### src/rtl/ssp_pkg.sv
package ssp_pkg;
    typedef enum logic [1:0] {
        REG_TXD  = 2'd0,
        REG_RXD  = 2'd1,
        REG_STAT = 2'd2,
        REG_CTRL = 2'd3
    } ssp_addr_e;

    localparam int STAT_TXE  = 0;
    localparam int STAT_RXF  = 1;
    localparam int STAT_OVR  = 2;
    localparam int CTRL_TXEN = 0;
    localparam int CTRL_RXEN = 1;

    typedef struct packed {
        logic ovr;
        logic rx_full;
        logic tx_empty;
    } ssp_flags_t;

    typedef struct packed {
        logic rx_en;
        logic tx_en;
    } ssp_ctrl_t;

    function automatic int ssp_cnt_w(input int half);
        return (half > 1) ? $clog2(half) : 1;
    endfunction
endpackage

### src/rtl/ssp_baud.sv
module ssp_baud #(
    parameter int HALF = 2
) (
    input  logic clk,
    input  logic rst,
    input  logic run,
    output logic tick
);
    localparam int CNT_W = ssp_pkg::ssp_cnt_w(HALF);
    localparam logic [CNT_W-1:0] LAST = CNT_W'(HALF - 1);

    logic [CNT_W-1:0] cnt;

    assign tick = run && (cnt == LAST);

    always_ff @(posedge clk) begin
        if (rst || !run || tick) cnt <= '0;
        else                     cnt <= cnt + 1'b1;
    end
endmodule

### src/rtl/ssp_shifter.sv
module ssp_shifter #(
    parameter int DATA_W = 8
) (
    input  logic              clk,
    input  logic              rst,
    input  logic              tick,
    input  logic              tx_en,
    input  logic              rx_en,
    input  logic              ovr,
    input  logic              tx_empty,
    input  logic              rx_full,
    input  logic [DATA_W-1:0] tdr,
    input  logic              sdi,
    output logic              busy,
    output logic              sck,
    output logic              sdo,
    output logic              load,
    output logic              rx_done,
    output logic [DATA_W-1:0] rx_data
);
    localparam int BIT_W = $clog2(DATA_W);
    localparam logic [BIT_W-1:0] LAST_BIT = BIT_W'(DATA_W - 1);

    logic [DATA_W-1:0] tx_sh;
    logic [DATA_W-2:0] rx_sh;
    logic [BIT_W-1:0]  bit_cnt;
    logic              start, abort, last;

    assign start   = !busy && !ovr &&
                     ((tx_en && !tx_empty) || (!tx_en && rx_en && !rx_full));
    assign abort   = busy && !tx_en && !rx_en;
    assign load    = start && tx_en;
    assign last    = (bit_cnt == LAST_BIT);
    assign rx_data = {sdi, rx_sh};
    assign rx_done = busy && !abort && tick && !sck && last;
    assign sdo     = tx_sh[0];

    always_ff @(posedge clk) begin
        if (rst) begin
            busy    <= 1'b0;
            sck     <= 1'b1;
            tx_sh   <= '1;
            rx_sh   <= '0;
            bit_cnt <= '0;
        end else if (start) begin
            busy    <= 1'b1;
            sck     <= 1'b0;
            tx_sh   <= tx_en ? tdr : '1;
            bit_cnt <= '0;
        end else if (abort) begin
            busy  <= 1'b0;
            sck   <= 1'b1;
            tx_sh <= '1;
        end else if (busy && tick) begin
            if (!sck) begin
                sck   <= 1'b1;
                rx_sh <= rx_data[DATA_W-1:1];
            end else if (last) begin
                busy  <= 1'b0;
                tx_sh <= '1;
            end else begin
                sck     <= 1'b0;
                tx_sh   <= {1'b1, tx_sh[DATA_W-1:1]};
                bit_cnt <= bit_cnt + 1'b1;
            end
        end
    end

    // clock rests high outside a frame
    assert_idle_high_R3: assert property (@(posedge clk) disable iff (rst)
        !busy |-> sck);
    // within a frame the clock only toggles on a divider tick
    assert_edge_on_tick_R3: assert property (@(posedge clk) disable iff (rst)
        (busy && $past(busy) && (sck != $past(sck))) |-> $past(tick));
    // data out never moves on a rising clock edge
    assert_sdo_on_fall_R3: assert property (@(posedge clk) disable iff (rst)
        $rose(sck) |-> $stable(sdo));
    // no frame begins while overrun is set
    assert_no_start_ovr_R7: assert property (@(posedge clk) disable iff (rst)
        $rose(busy) |-> !$past(ovr));
endmodule

### src/rtl/ssp_regs.sv
module ssp_regs #(
    parameter int DATA_W = 8
) (
    input  logic                clk,
    input  logic                rst,
    input  logic                wr_en,
    input  logic                rd_en,
    input  logic [1:0]          addr,
    input  logic [DATA_W-1:0]   wdata,
    output logic [DATA_W-1:0]   rdata,
    input  logic                load,
    input  logic                rx_done,
    input  logic [DATA_W-1:0]   rx_data,
    output logic [DATA_W-1:0]   tdr,
    output ssp_pkg::ssp_flags_t flags,
    output ssp_pkg::ssp_ctrl_t  ctrl
);
    import ssp_pkg::*;

    ssp_addr_e         sel;
    logic [DATA_W-1:0] rdr;
    ssp_flags_t        flags_n;
    logic              wr_txd, rd_rxd, wr_stat, wr_ctrl, rx_take, rx_lost;

    assign sel     = ssp_addr_e'(addr);
    assign wr_txd  = wr_en && (sel == REG_TXD);
    assign wr_stat = wr_en && (sel == REG_STAT);
    assign wr_ctrl = wr_en && (sel == REG_CTRL);
    assign rd_rxd  = rd_en && (sel == REG_RXD);
    assign rx_take = rx_done && ctrl.rx_en && !flags.rx_full;
    assign rx_lost = rx_done && ctrl.rx_en &&  flags.rx_full;

    always_comb begin
        flags_n = flags;
        if (load)                          flags_n.tx_empty = 1'b1;
        if (wr_txd)                        flags_n.tx_empty = 1'b0;
        if (rx_take)                       flags_n.rx_full  = 1'b1;
        if (rd_rxd)                        flags_n.rx_full  = 1'b0;
        if (rx_lost)                       flags_n.ovr      = 1'b1;
        if (wr_stat && !wdata[STAT_TXE])   flags_n.tx_empty = 1'b0;
        if (wr_stat && !wdata[STAT_RXF])   flags_n.rx_full  = 1'b0;
        if (wr_stat && !wdata[STAT_OVR])   flags_n.ovr      = 1'b0;
    end

    always_ff @(posedge clk) begin
        if (rst) begin
            tdr   <= '0;
            rdr   <= '0;
            flags <= '{ovr: 1'b0, rx_full: 1'b0, tx_empty: 1'b1};
            ctrl  <= '0;
        end else begin
            flags <= flags_n;
            if (wr_txd)  tdr  <= wdata;
            if (rx_take) rdr  <= rx_data;
            if (wr_ctrl) ctrl <= '{rx_en: wdata[CTRL_RXEN], tx_en: wdata[CTRL_TXEN]};
        end
    end

    always_comb begin
        unique case (sel)
            REG_TXD:  rdata = tdr;
            REG_RXD:  rdata = rdr;
            REG_STAT: rdata = {{(DATA_W-3){1'b0}}, flags};
            default:  rdata = {{(DATA_W-2){1'b0}}, ctrl};
        endcase
    end

    // writing the transmit register marks a byte pending
    assert_txd_write_R2: assert property (@(posedge clk) disable iff (rst)
        wr_txd |=> !flags.tx_empty);
    // reading the receive register empties it
    assert_rxd_read_R5: assert property (@(posedge clk) disable iff (rst)
        rd_rxd |=> !flags.rx_full);
    // a frame landing on a full register raises overrun
    assert_overrun_set_R6: assert property (@(posedge clk) disable iff (rst)
        (rx_done && ctrl.rx_en && flags.rx_full && !wr_stat) |=> flags.ovr);
    // the held byte survives while overrun is up
    assert_keep_rdr_R6: assert property (@(posedge clk) disable iff (rst)
        flags.ovr |=> $stable(rdr));
endmodule

### src/rtl/sync_serial_port.sv
module sync_serial_port #(
    parameter int DATA_W  = 8,
    parameter int CLK_DIV = 4
) (
    input  logic              clk,
    input  logic              rst,
    input  logic              wr_en,
    input  logic              rd_en,
    input  logic [1:0]        addr,
    input  logic [DATA_W-1:0] wdata,
    output logic [DATA_W-1:0] rdata,
    output logic              sck_o,
    output logic              sdo_o,
    input  logic              sdi_i
);
    import ssp_pkg::*;

    localparam int HALF = CLK_DIV / 2;

    ssp_flags_t        flags;
    ssp_ctrl_t         ctrl;
    logic [DATA_W-1:0] tdr, rx_data;
    logic              busy, tick, load, rx_done;

    initial begin
        if (CLK_DIV < 2 || (CLK_DIV % 2) != 0)
            $error("CLK_DIV must be even and at least 2");
    end

    ssp_baud #(.HALF(HALF)) u_baud (
        .clk  (clk),
        .rst  (rst),
        .run  (busy),
        .tick (tick)
    );

    ssp_regs #(.DATA_W(DATA_W)) u_regs (
        .clk     (clk),
        .rst     (rst),
        .wr_en   (wr_en),
        .rd_en   (rd_en),
        .addr    (addr),
        .wdata   (wdata),
        .rdata   (rdata),
        .load    (load),
        .rx_done (rx_done),
        .rx_data (rx_data),
        .tdr     (tdr),
        .flags   (flags),
        .ctrl    (ctrl)
    );

    ssp_shifter #(.DATA_W(DATA_W)) u_shift (
        .clk      (clk),
        .rst      (rst),
        .tick     (tick),
        .tx_en    (ctrl.tx_en),
        .rx_en    (ctrl.rx_en),
        .ovr      (flags.ovr),
        .tx_empty (flags.tx_empty),
        .rx_full  (flags.rx_full),
        .tdr      (tdr),
        .sdi      (sdi_i),
        .busy     (busy),
        .sck      (sck_o),
        .sdo      (sdo_o),
        .load     (load),
        .rx_done  (rx_done),
        .rx_data  (rx_data)
    );

    // clearing both enables drops the clock high at the next edge
    assert_abort_R10: assert property (@(posedge clk) disable iff (rst)
        (busy && !ctrl.tx_en && !ctrl.rx_en) |=> (sck_o && !busy));
endmodule

### config.mk
export PLATFORM = sky130hd
export DESIGN_NAME = sync_serial_port
export DESIGN_NICKNAME = d
export VERILOG_FILES = /design/src/rtl/ssp_pkg.sv /design/src/rtl/ssp_baud.sv /design/src/rtl/ssp_shifter.sv /design/src/rtl/ssp_regs.sv /design/src/rtl/sync_serial_port.sv
export SDC_FILE = /design/constraint.sdc
export NUM_CORES = 1
export LEC_CHECK = 0
export ABC_CLOCK_PERIOD_IN_PS = 4600
export BUFFER_PORTS_ARGS = -buffer_cell sky130_fd_sc_hd__clkbuf_2
export CAP_MARGIN = 30
export CORE_MARGIN = 8
export CORE_UTILIZATION = 40
export CTS_BUF_LIST = sky130_fd_sc_hd__clkbuf_4 sky130_fd_sc_hd__clkbuf_8 sky130_fd_sc_hd__clkbuf_16
export CTS_CLUSTER_SIZE = 20
export DETAILED_ROUTE_END_ITERATION = 7
export SLEW_MARGIN = 10
export SYNTH_ARGS = -nofsm -noshare
export SYNTH_HDL_FRONTEND = slang
export SYNTH_SLANG_ARGS = --single-unit
### constraint.sdc
create_clock -name clk -period 4.6 [get_ports clk]
set_clock_uncertainty 0.2 [all_clocks]
set_input_delay 0.46 -clock clk [delete_from_list [all_inputs] [get_ports clk]]
set_output_delay 0.46 -clock clk [all_outputs]
set_load 0.03 [all_outputs]
---- Yosys cells after proc, flatten, opt, wreduce, memory -nomap -nowiden ----
Index checks and enable logic that the tools add are counted.
storage, ports and cells
  register bits after elaboration ......... 42
  bits of input ports ..................... 15
  output and inout bits ................... 10
  logic and storage cells ................. 93
cells by class
  add/subtract/negate cells ............... 2
  eq/ne operators ......................... 4
  multiplexer cells ....................... 20
  bitwise logic cells ..................... 4
  reductions and logical operators ........ 50
operator list
  kind                                            number
  two-way mux 8 bit                               5
  logical AND 1 bit                               24
  case mux 8 bit (3 select lines)                 1
  two-way mux 1 bit                               13
  nonzero test 3 bit                              4
  zero test 1 bit                                 11
  AND reduction 4 bit                             2
  two-way mux 7 bit                               1
  == test 2 bit (second input constant)           2
  NOT 1 bit                                       4
  OR reduction 2 bit                              2
  adder 3 x 1 -> 3 bit (second input constant)    1
  == test 3 bit (second input constant)           1
  logical OR 1 bit                                3
  AND reduction 3 bit                             1
  OR reduction 3 bit                              1
  == test 2 x 1 -> 1 bit (second input constant)  1
  zero test 2 bit                                 1
  AND reduction 2 bit                             1
  adder 1 bit (second input constant)             1

---- Longest topological paths before layout ----
Gate-level depths: netlist of run 1.
  word-level depth ........................ 10
  gate-level depth with buffers ........... 6
  gate-level depth less buffers ........... 6

---- Hierarchy ----
From an unflattened synthesis of run 1, not the netlist that was laid out.
unflattened totals
  cell total of the unflattened synthesis .. 219
  area total of the unflattened synthesis .. 2112.0 um2
by module, submodules not included
  module       instances  cells an instance  area an instance (um2)  seq. area each (um2)
  ssp_regs     1          112                1114.8                  420.4
  ssp_shifter  1          104                957.2                   400.4
  ssp_baud     1          3                  40.0                    20.0

---- Worst setup path before layout of run 1 ----
No wires, ideal clock.
  path kind ............................... input-to-output
  from .................................... input addr[1]
  to ...................................... output rdata[2]
  data arrival time ....................... 1429 ps
  required time ........................... 3940 ps
  slack ................................... 2511 ps
  stages .................................. 3
  buffers on the path ..................... 1
  path through ............................ clkbuf_1 -> mux2i_1 -> o21ai_0
on the way
  cells in the longest elaborated chain, start to end .. 2
  elaborated cells between the ends (all ways) .. 4
  classes of those cells .................. eq/ne (2); mux (1); reduce/logical (1)
ends and longest elaborated chain
  what                                         line                    RTL
  from (decl)                                  sync_serial_port.sv:9   input logic [1:0] addr,
  == test 2 bit, or another cell as far along  ssp_regs.sv:60          unique case (sel)
  case mux 8 bit (3 select lines) (*)          ssp_regs.sv:60
  to (decl)                                    sync_serial_port.sv:11  output logic [DATA_W-1:0] rdata,
Every way passes the cells marked *; elsewhere a longest branch is shown, timed or not.

---- Worst setup path after layout of run 1 ----
  from .................................... input addr[0]
  to ...................................... output rdata[0]
Same word-level chain as after synthesis.

==> impl_metrics.json, run 1 <==
{
  "status": "completed",
  "ant_nets": 0,
  "rsz0062_at_grt": "no",
  "tightest_slew_ns": 0.731,
  "diodes": 0,
  "grt_util_met3": 0.0328,
  "ctsResizeCount": 0,
  "timing.reg2reg.setup_slack_ns": 2.53,
  "vdd_drop_max_mv": 0.169,
  "ys_seq_elements": 42,
  "wl_mm": 4.22,
  "design.core.area_um2": 4660,
  "grt_max_degree": 36,
  "numCtsBuffers": 5,
  "busiest_layer": "met2",
  "cts_setup_buffers": 0,
  "drtIter0Drc": 99,
  "start_util": 0.411,
  "yosys.area.top_type_share": 0.439,
  "nets": 233,
  "dp_hpwl_mm": 2.99,
  "synth.area.top_cells": "dfxtp_1, mux2i_1, nor2_1",
  "pin_count": 25,
  "slew_headroom": 0.513,
  "grt_pass1_vias": 1493,
  "reg2reg_to": "u_regs.rdr[7]",
  "post_route_cells_drive_above_1_share": 0.207,
  "worst_r2r_path_depth": 6,
  "antenna_found_initial": 0,
  "startpoint": "addr[0]",
  "p_total_mw": 0.730,
  "rr_startpoint": "u_shift.bit_cnt[0]",
  "drc": 0,
  "grt_use_met1": 0.160,
  "clock_latency_ns": 0.30,
  "setup_viol": 0,
  "chipHeight_um": 85.2,
  "track_usage": 0.124,
  "cp_data_arrival_time_ns": 1.49,
  "drv_slew": 0,
  "fp.dieArea_um2": 7260,
  "via_per_inst": 5.40,
  "powerDensity_nw_per_um2": 340,
  "holdBufCountCts": 0,
  "synth-edff-count": 0,
  "vias": 1464,
  "dr.pass1.iters": 4,
  "fin_setup_tns_ns": 0,
  "post-route-period-util": 0.467,
  "clock.fmax_ghz": 0.466,
  "yosysUniqueCellTypes": 39,
  "portBuffers": 24,
  "wl_per_cell_um": 15.6,
  "holdCritPathClass": "in2reg",
  "syn_area_um2": 1920,
  "hold_viol": 0,
  "worstPathRequired_ns": 3.94,
  "syn_to_final_growth_pct": 11.9,
  "clock-sinks": 42,
  "grt_overflow": 0,
  "ys_warn_count": 0,
  "period_needed_ns": 2.15,
  "crit_path_start_kind": "primary input",
  "p_leak_nw": 0.802,
  "end_kind": "output port",
  "synth_seq_area_share": 0.439,
  "cp_max_fo": 13,
  "yosys.area.top_type": "dfxtp_1",
  "path_class": "in2out",
  "use_met2": 0.192,
  "cap_violations": 0,
  "grt_pass1_wl_mm": 7.27,
  "tritoncts": "yes",
  "syn_avg_cell_area_um2": 9.83,
  "cp-endpoint": "rdata[0]",
  "htree_levels": 2,
  "dieWidth_um": 85.2,
  "num_rows": 25,
  "cts_root_buf": "clkbuf_8",
  "cts_buffer_depth": 2,
  "postSynthCellCount": 195,
  "synthFlopType": "dfxtp_1",
  "ys_async_sr_fraction": 0,
  "routabilityCongestion": 0.748,
  "syn_nets": 212,
  "clk_pin_slew_worst_paths_ns": 0.08
}
registers in the layout, indices dropped and copies added (netlist names):
name,count
u_regs.ctrl,2
u_regs.tdr,8
u_baud.cnt,1
u_shift.busy,1
u_shift.tx_sh,8
u_shift.rx_sh,7
u_shift.sck,1
u_shift.bit_cnt,3
u_regs.rdr,8
u_regs.flags,3
cell families (layout without fill, tap and decap cells):
group | after synthesis | after routing | synth area share
buf+inv | 11 | 33 | 0.0398
fa+ha+maj | 2 | 2 | 0.0131
mux | 35 | 35 | 0.196
simple gates | 67 | 67 | 0.176
compound gates | 37 | 37 | 0.133
xor+xnor | 1 | 1 | 0.00457
flops | 42 | 42 | 0.439
metal layers:
metal,part of all wire,wire length [um]
met1,0.50,2130
met2,0.45,1880
met3,0.034,143
met4,0.017,70
met5,0,0
through the flow:
step	utilization	setup WS (ns)	instance area [um^2]	hold WS, ns	cells
2_1_floorplan	-	2.51	1920	0.243	195
3_3_place_gp	0.436	2.44	2030	0.270	263
3_5_place_dp	0.436	2.44	2030	0.276	263
4_1_cts	0.460	2.44	2150	0.191	271
5_1_grt	0.460	2.37	2150	0.201	271
6_report	0.460	2.45	2150	0.193	271
how the worst min path moves through the flow:
stage                                 from               end  slack [ns]  cells past startpoint
after floorplan           u_shift.tx_sh[1]  u_shift.tx_sh[1]        0.24                      2
after global placement    u_shift.tx_sh[2]  u_shift.tx_sh[2]        0.27                      2
after detailed placement  u_shift.tx_sh[1]  u_shift.tx_sh[1]        0.28                      2
after CTS                         wdata[3]     u_regs.tdr[3]        0.19                      3
after global routing              wdata[3]     u_regs.tdr[3]        0.20                      3
final                             wdata[3]     u_regs.tdr[3]        0.19                      3
Yosys cell counts (2+ instances only):
| cell type | n |
|---|---|
| mux2i_1 | 33 |
| nor3_1 | 4 |
| o21ai_0 | 9 |
| mux4_2 | 2 |
| nor2_2 | 2 |
| nand2_1 | 4 |
| dfxtp_1 | 42 |
| nor2_1 | 39 |
| nor3b_1 | 3 |
| nand2b_1 | 3 |
| buf_6 | 2 |
| o32ai_1 | 6 |
| a31oi_1 | 6 |
| clkbuf_8 | 2 |
| a21oi_1 | 5 |
| o21ai_1 | 2 |
| nand3_1 | 3 |
| ha_1 | 2 |
| clkbuf_1 | 5 |
| nand3b_1 | 2 |
cell usage in the layout (no fill, tap or decap), drive strengths merged:
master / instances
a21oi: 6
a221oi: 1
a31o: 1
a31oi: 6
and2: 1
and2b: 1
bufinv: 1
clkbuf: 30
clkinvlp: 1
dfxtp: 42
ha: 2
inv: 1
mux2i: 33
mux4: 2
nand2: 4
nand2b: 3
nand3: 3
nand3b: 2
nor2: 41
nor3: 5
nor3b: 3
o2111a: 1
o21a: 1
o21ai: 12
o21bai: 1
o2bb2ai: 1
o31ai: 1
o32ai: 6
or2: 1
or2b: 1
or4b: 2
xnor2: 1
worst max-delay path, stage by stage:
cell and delay [ns]:
clkbuf_2 0.29, mux4_2 0.54, clkbuf_2 0.20
area by class of cell:
type / count / area, um^2
repair buffers: 24 / 120
well taps: 54 / 67.6
multi-input cells: 142 / 1000
fillers: 463 / 2510
inverters: 1 / 3.75
clock inverters: 2 / 37.5
clock buffers: 6 / 76.3
flip-flops and latches: 42 / 841
power breakdown:
group / switching (mW) / total (mW) / internal [mW] / leakage, nW
Sequential: 0.00769 / 0.379 / 0.371 / 0.340
Clock: 0.130 / 0.298 / 0.168 / 0.0548
Combinational: 0.0321 / 0.0536 / 0.0215 / 0.407
Total: 0.170 / 0.730 / 0.561 / 0.802
Power figures use the tool's default switching activity.
==> run 2: changes to the inputs <==
Settings changed: ABC_AREA set to 1, ABC_CLOCK_PERIOD_IN_PS 4600 to 2080.
Clock period 4.6 ns to 2.08 ns, I/O delays scaled along.
==> run 2 against run 1 <==
  * Register-to-register slack lost 2.3 ns
  * Synthesized cell count grew 49%
  * Sequential power grew 130%
  * Area after synthesis grew 4.4%
  * Non-clock buffer count grew 11
  * Combinational power grew to 6.0 times the previous value
  * Worst hold slack lost 0.18 ns
  * Sequential share of layout area shrank 3.5 points
  * Sequential cell count is the same
  * Worst setup slack lost 2.2 ns
  * Highest routed layer unchanged
  * Clock power grew 89%
  * Via count grew 27%
==> impl_metrics.json, run 2 <==
{
  "postSynthCellCount": 290,
  "cp-endpoint": "u_regs.rdr[2]",
  "ctsResizeCount": 0,
  "tritoncts": "yes",
  "clock.fmax_ghz": 0.542,
  "timing.reg2reg.setup_slack_ns": 0.24,
  "diodes": 0,
  "slowest_stage": "dfxtp_1",
  "pin_count": 25,
  "syn_to_final_growth_pct": 17.7,
  "yosys.area.top_type_share": 0.420,
  "grt_use_met1": 0.175,
  "routabilityCongestion": 0.816,
  "register_area_um2": 841,
  "reg2reg_to": "u_regs.rdr[2]",
  "grt_util_met3": 0.0293,
  "vias": 1862,
  "cts_buffer_depth": 2,
  "path_class": "reg2reg",
  "ys_seq_elements": 42,
  "slew_headroom": 0.712,
  "busiest_layer": "met2",
  "wl_mm": 4.84,
  "wl_per_cell_um": 12.4,
  "chipHeight_um": 86.7,
  "portBuffers": 24,
  "worstPathRequired_ns": 2.08,
  "tightest_slew_ns": 0.431,
  "clock_latency_ns": 0.30,
  "design.core.area_um2": 4790,
  "nFillCells": 504,
  "holdCritPathClass": "in2reg",
  "drc": 0,
  "startpoint": "u_shift.bit_cnt[0]",
  "clk_pin_slew_worst_paths_ns": 0.09,
  "layout_commonest_cell": "nand2_1",
  "htree_levels": 2,
  "worst_r2r_path_depth": 7,
  "fp.dieArea_um2": 7520,
  "grt_max_degree": 31,
  "rr_startpoint": "u_shift.bit_cnt[0]",
  "ys_warn_count": 0,
  "largestRegisters": "u_regs.rdr (8), u_regs.tdr (8), u_shift.tx_sh (8)",
  "drtIter0Drc": 133,
  "post-route-period-util": 0.887,
  "antenna_found_initial": 0,
  "nets": 339,
  "dr.pass1.iters": 4,
  "num_rows": 25,
  "crit_path_start_kind": "flop",
  "dieWidth_um": 86.7,
  "setup_viol": 0,
  "ant_nets": 0,
  "powerDensity_nw_per_um2": 750,
  "synth.area.top_cells": "dfxtp_1, nand2_1, o21ai_0",
  "cp_max_fo": 10,
  "syn_avg_cell_area_um2": 6.90,
  "drv_slew": 0,
  "syn_area_um2": 2000,
  "yosysMostFrequentCell": "nand2_1",
  "yosys.area.top_type": "dfxtp_1",
  "start_util": 0.418,
  "vdd_drop_max_mv": 0.523,
  "hold_viol": 0,
  "synth_seq_area_share": 0.420,
  "cp_data_arrival_time_ns": 1.84,
  "clock-sinks": 42,
  "end_kind": "flop",
  "rsz0062_at_grt": "no",
  "holdBufCountCts": 9,
  "ys_async_sr_fraction": 0,
  "dp_hpwl_mm": 3.58,
  "fin_setup_tns_ns": 0,
  "grt_pass1_wl_mm": 8.32,
  "cts_setup_buffers": 0,
  "track_usage": 0.139,
  "path_cells": "ha_1 -> ha_1 -> nand4_2 -> nor2_4 -> inv_2 -> nor2_1 -> nor2_1",
  "p_leak_nw": 1.07,
  "period_needed_ns": 1.84,
  "post_route_cells_drive_above_1_share": 0.155,
  "grt_overflow": 0,
  "use_met2": 0.222,
  "grt_pass1_vias": 1832,
  "ys_top_cells_by_count": "nand2_1, dfxtp_1, nor2_1, o21ai_0, inv_1",
  "yosysUniqueCellTypes": 24,
  "mostFrequentLayoutCells": "nand2_1, dfxtp_1, nor2_1, o21ai_0, inv_1",
  "status": "completed",
  "cts_root_buf": "clkbuf_8",
  "synth-edff-count": 0,
  "cap_violations": 0,
  "numCtsBuffers": 5,
  "multiInputGateArea_um2": 975,
  "syn_nets": 307,
  "via_per_inst": 4.77,
  "timing.hold.ws_ns": 0.00797,
  "max_stage_delay_ns": 0.36,
  "synthFlopType": "dfxtp_1"
}
==> run 2: cell count changes in the layout (fill, tap and decap cells not counted), sizes merged, moves of 4 or more <==
cell and delta:
a21oi +14, a31oi -6, dlygate4sd3 +9, inv +32, mux2i -33, nand2 +72
nand3 +21, nand4 +5, nor2 -5, nor3 -4, o21ai +23, o32ai -6
==> run 2: worst min-delay path by stage <==
| stage | from | to | cells after the start | slack, ns |
|---|---|---|---|---|
| finish | wdata[2] | u_regs.tdr[2] | 3 | 0.008 |
| global route | wr_en | u_regs.tdr[1] | 3 | 0.04 |
| CTS | wdata[2] | u_regs.tdr[2] | 3 | 0.005 |
| detailed placement | rst | u_baud.cnt | 2 | 0.21 |
| global placement | rst | u_baud.cnt | 2 | 0.21 |
| floorplan | rst | u_baud.cnt | 1 | 0.08 |
==> run 2: worst max-delay path, delay by kind of cell, from the launching register on <==
kind,cells,cell delay (ns)
adder cells (fa/ha/maj),2,0.52
buffers and inverters,1,0.11
flip-flops,1,0.36
AND/OR/NAND/NOR,4,0.54
==> run 2: area by class of cell <==
type	count	share of cell area
multi-input combinational	205	0.414
sequential	42	0.357
timing repair buffer	35	0.101
inverter	33	0.0526
tap	67	0.0356
clock buffer	5	0.0292
clock inverter	3	0.0106
==> run 2: stage by stage <==
step           power (mW)  setup slack [ns]  utilization  area [um^2]  instances
2_1_floorplan        1.13             0.365            -         2000        290
3_3_place_gp         1.20             0.300        0.454         2170        373
3_5_place_dp         1.21             0.247        0.454         2170        373
4_1_cts              1.78             0.228        0.492         2350        390
5_1_grt              1.88            0.0794        0.492         2350        390
6_report             1.77             0.236        0.492         2350        390
==> run 2: where the power goes <==
| part | switching (mW) | internal, mW | total [mW] |
|---|---|---|---|
| logic | 0.203 | 0.119 | 0.322 |
| registers | 0.0319 | 0.849 | 0.881 |
| clock network | 0.321 | 0.243 | 0.563 |
==> run 2: logic make-up (layout without fill, tap and decap cells) <==
| kind of cell | Yosys count | in the layout | synth area share |
|---|---|---|---|
| adder cells (fa/ha/maj) | 2 | 2 | 0.0125 |
| flip-flops | 42 | 42 | 0.420 |
| buffers and inverters | 43 | 76 | 0.0925 |
| AND/OR/NAND/NOR | 144 | 144 | 0.315 |
| AO/OA/AOI/OAI | 59 | 59 | 0.160 |
==> run 2: routing by layer <==
metal,vias up,part of all wire
li1,1003,-
met3,10,0.034
met5,-,0
met1,822,0.49
met4,0,0.018
met2,27,0.45
==> run 3: changes to the inputs <==
Settings changed: ABC_CLOCK_PERIOD_IN_PS 2080 to 1500, BUFFER_PORTS_ARGS -buffer_cell sky130_fd_sc_hd__clkbuf_2 to not set, DONT_BUFFER_PORTS set to 1.
Clock period 2.08 ns to 1.5 ns, I/O delays scaled along.
==> run 3 against run 2 <==
  * Highest routed layer unchanged
  * Fmax is 22% higher
  * Critical endpoint is now u_regs.rdr[5]
  * Cell count is 2.3% higher
  * Clock-buffer cell count stayed put
  * Clock power is 66% higher
  * The run now ends with negative setup slack left
  * Critical path depth stayed put
  * Combinational power is 58% higher
  * First-iteration DRC count is 72% lower
==> impl_metrics.json, run 3 (synthesis gave the netlist of run 2 again) <==
{
  "post_route_cells_drive_above_1_share": 0.238,
  "nets": 348,
  "timing.hold.ws_ns": 0.00973,
  "rr_startpoint": "u_shift.bit_cnt[0]",
  "crit_path_start_kind": "flop",
  "drtIter0Drc": 37,
  "slew_headroom": 0.702,
  "grt_pass1_wl_mm": 7.94,
  "numCtsBuffers": 5,
  "grt_max_degree": 17,
  "mostFrequentLayoutCells": "nand2_1, dfxtp_1, o21ai_0",
  "rsz0062_at_grt": "yes",
  "pin_count": 25,
  "wl_mm": 4.85,
  "syn_to_final_growth_pct": 33.8,
  "design.core.area_um2": 4790,
  "track_usage": 0.132,
  "cp_max_fo": 5,
  "p_leak_nw": 1.13,
  "powerDensity_nw_per_um2": 1000,
  "dieWidth_um": 86.7,
  "num_rows": 25,
  "reg2reg_to": "u_regs.rdr[5]",
  "failed_checks": "negative setup slack",
  "via_per_inst": 4.78,
  "clk_pin_slew_worst_paths_ns": 0.09,
  "diodes": 0,
  "start_util": 0.418,
  "routabilityCongestion": 0.798,
  "largestRegisters": "u_regs.rdr (8), u_regs.tdr (8), u_shift.tx_sh (8)",
  "clock-sinks": 42,
  "ant_nets": 0,
  "htree_levels": 2,
  "drc": 0,
  "cts_buffer_depth": 2,
  "worst_r2r_path_depth": 7,
  "hold_viol": 0,
  "startpoint": "u_shift.bit_cnt[0]",
  "layout_commonest_cell": "nand2_1",
  "end_kind": "flop",
  "antenna_found_initial": 0,
  "worstPathRequired_ns": 1.55,
  "final_util": 0.559,
  "holdCritPathClass": "in2reg",
  "clock_latency_ns": 0.30,
  "dp_hpwl_mm": 3.43,
  "cap_violations": 0,
  "tightest_slew_ns": 0.447,
  "cp_data_arrival_time_ns": 1.56,
  "fin_setup_tns_ns": -0.0457,
  "tritoncts": "yes",
  "postLayoutSetupSlackWorst_ns": -0.0170,
  "period_needed_ns": 1.52,
  "cp-endpoint": "u_regs.rdr[5]",
  "vdd_drop_max_mv": 0.775,
  "grt_overflow": 0,
  "status": "finished with violations",
  "vias": 1907,
  "setup_viol": 5,
  "path_class": "reg2reg",
  "dr.pass1.iters": 4,
  "post-route-period-util": 1.01,
  "timing.reg2reg.setup_slack_ns": -0.02,
  "portBuffers": 0,
  "cts_root_buf": "clkbuf_8",
  "chipHeight_um": 86.7,
  "grt_pass1_vias": 1789,
  "fp.dieArea_um2": 7520,
  "clock.fmax_ghz": 0.659,
  "drv_slew": 0,
  "wl_per_cell_um": 12.2
}
## run 3: cell types whose count changed in the layout (fill, tap and decap cells not counted), moves of 3 or more
cell	previous run	this run
buf_6	0	4
o21ai_0	35	27
dfxtp_2	0	5
dfxtp_1	42	36
o21ai_1	0	5
dlygate4sd3_1	9	17
nor2_1	35	24
clkbuf_2	24	0
o21ai_2	0	3
buf_4	1	22
nor2_2	0	9
## run 3: worst min path at each step
stage          start  cells after the start               end  slack, ns
2_1_floorplan    rst                      1        u_baud.cnt       0.03
3_3_place_gp     rst                      1        u_baud.cnt       0.03
3_5_place_dp     rst                      1        u_baud.cnt       0.03
4_1_cts          rst                      3  u_shift.rx_sh[2]       0.01
5_1_grt          rst                      3     u_regs.rdr[4]       0.03
6_report         rst                      3     u_regs.rdr[4]       0.01
## run 3: area by class of cell
cell class                      count  area (um^2)
Clock inverter                      3         48.8
Multi-Input combinational cell    205         1090
Fill cell                         463         2110
Sequential cell                    42          851
Inverter                           33          130
Tap cell                           67         83.8
Clock buffer                        5         68.8
Timing Repair Buffer               44          400
## run 3: critical path: stages (launching register included)
cell and delay [ns]:
dfxtp_4 0.37, ha_4 0.13, ha_4 0.16, nand4_4 0.09, nor2_4 0.22, buf_6 0.15, o21ai_1 0.06, nor2_1 0.09
## run 3: power by group
part	leakage [nW]	switching (mW)	internal, mW
Clock	0.0563	0.429	0.507
Sequential	0.344	0.0556	1.18
Combinational	0.727	0.292	0.216
## run 3: through the flow
step / setup slack, ns / cell area [um^2] / power (mW) / std cells
3_3_place_gp: 0.00518 / 2250 / 1.67 / 371
3_5_place_dp: 0.0162 / 2250 / 1.68 / 371
4_1_cts: 0.00789 / 2550 / 2.67 / 396
5_1_grt: -0.0855 / 2680 / 2.82 / 399
2_1_floorplan: -0.0156 / 2050 / 1.57 / 290
6_report: -0.0170 / 2680 / 2.68 / 399
## run 3: what timing repair did
action | CTS | global route
setup endpoints to repair | 3 | 30
pin swaps | 1 | 12
hold buffers | 17 | 0
buffers inserted | 0 | 3
resized for setup | 3 | 39
hold endpoints to repair | 17 | 0
## run 3: layer usage
metal,share of wire,wire [um],vias to the layer above,global-route usage
met4,0.0091,44,0,0.0469
li1,-,-,1019,-
met5,0,0,-,0
met2,0.49,2390,27,0.216
met3,0.043,208,5,0.0388
met1,0.46,2210,856,0.159
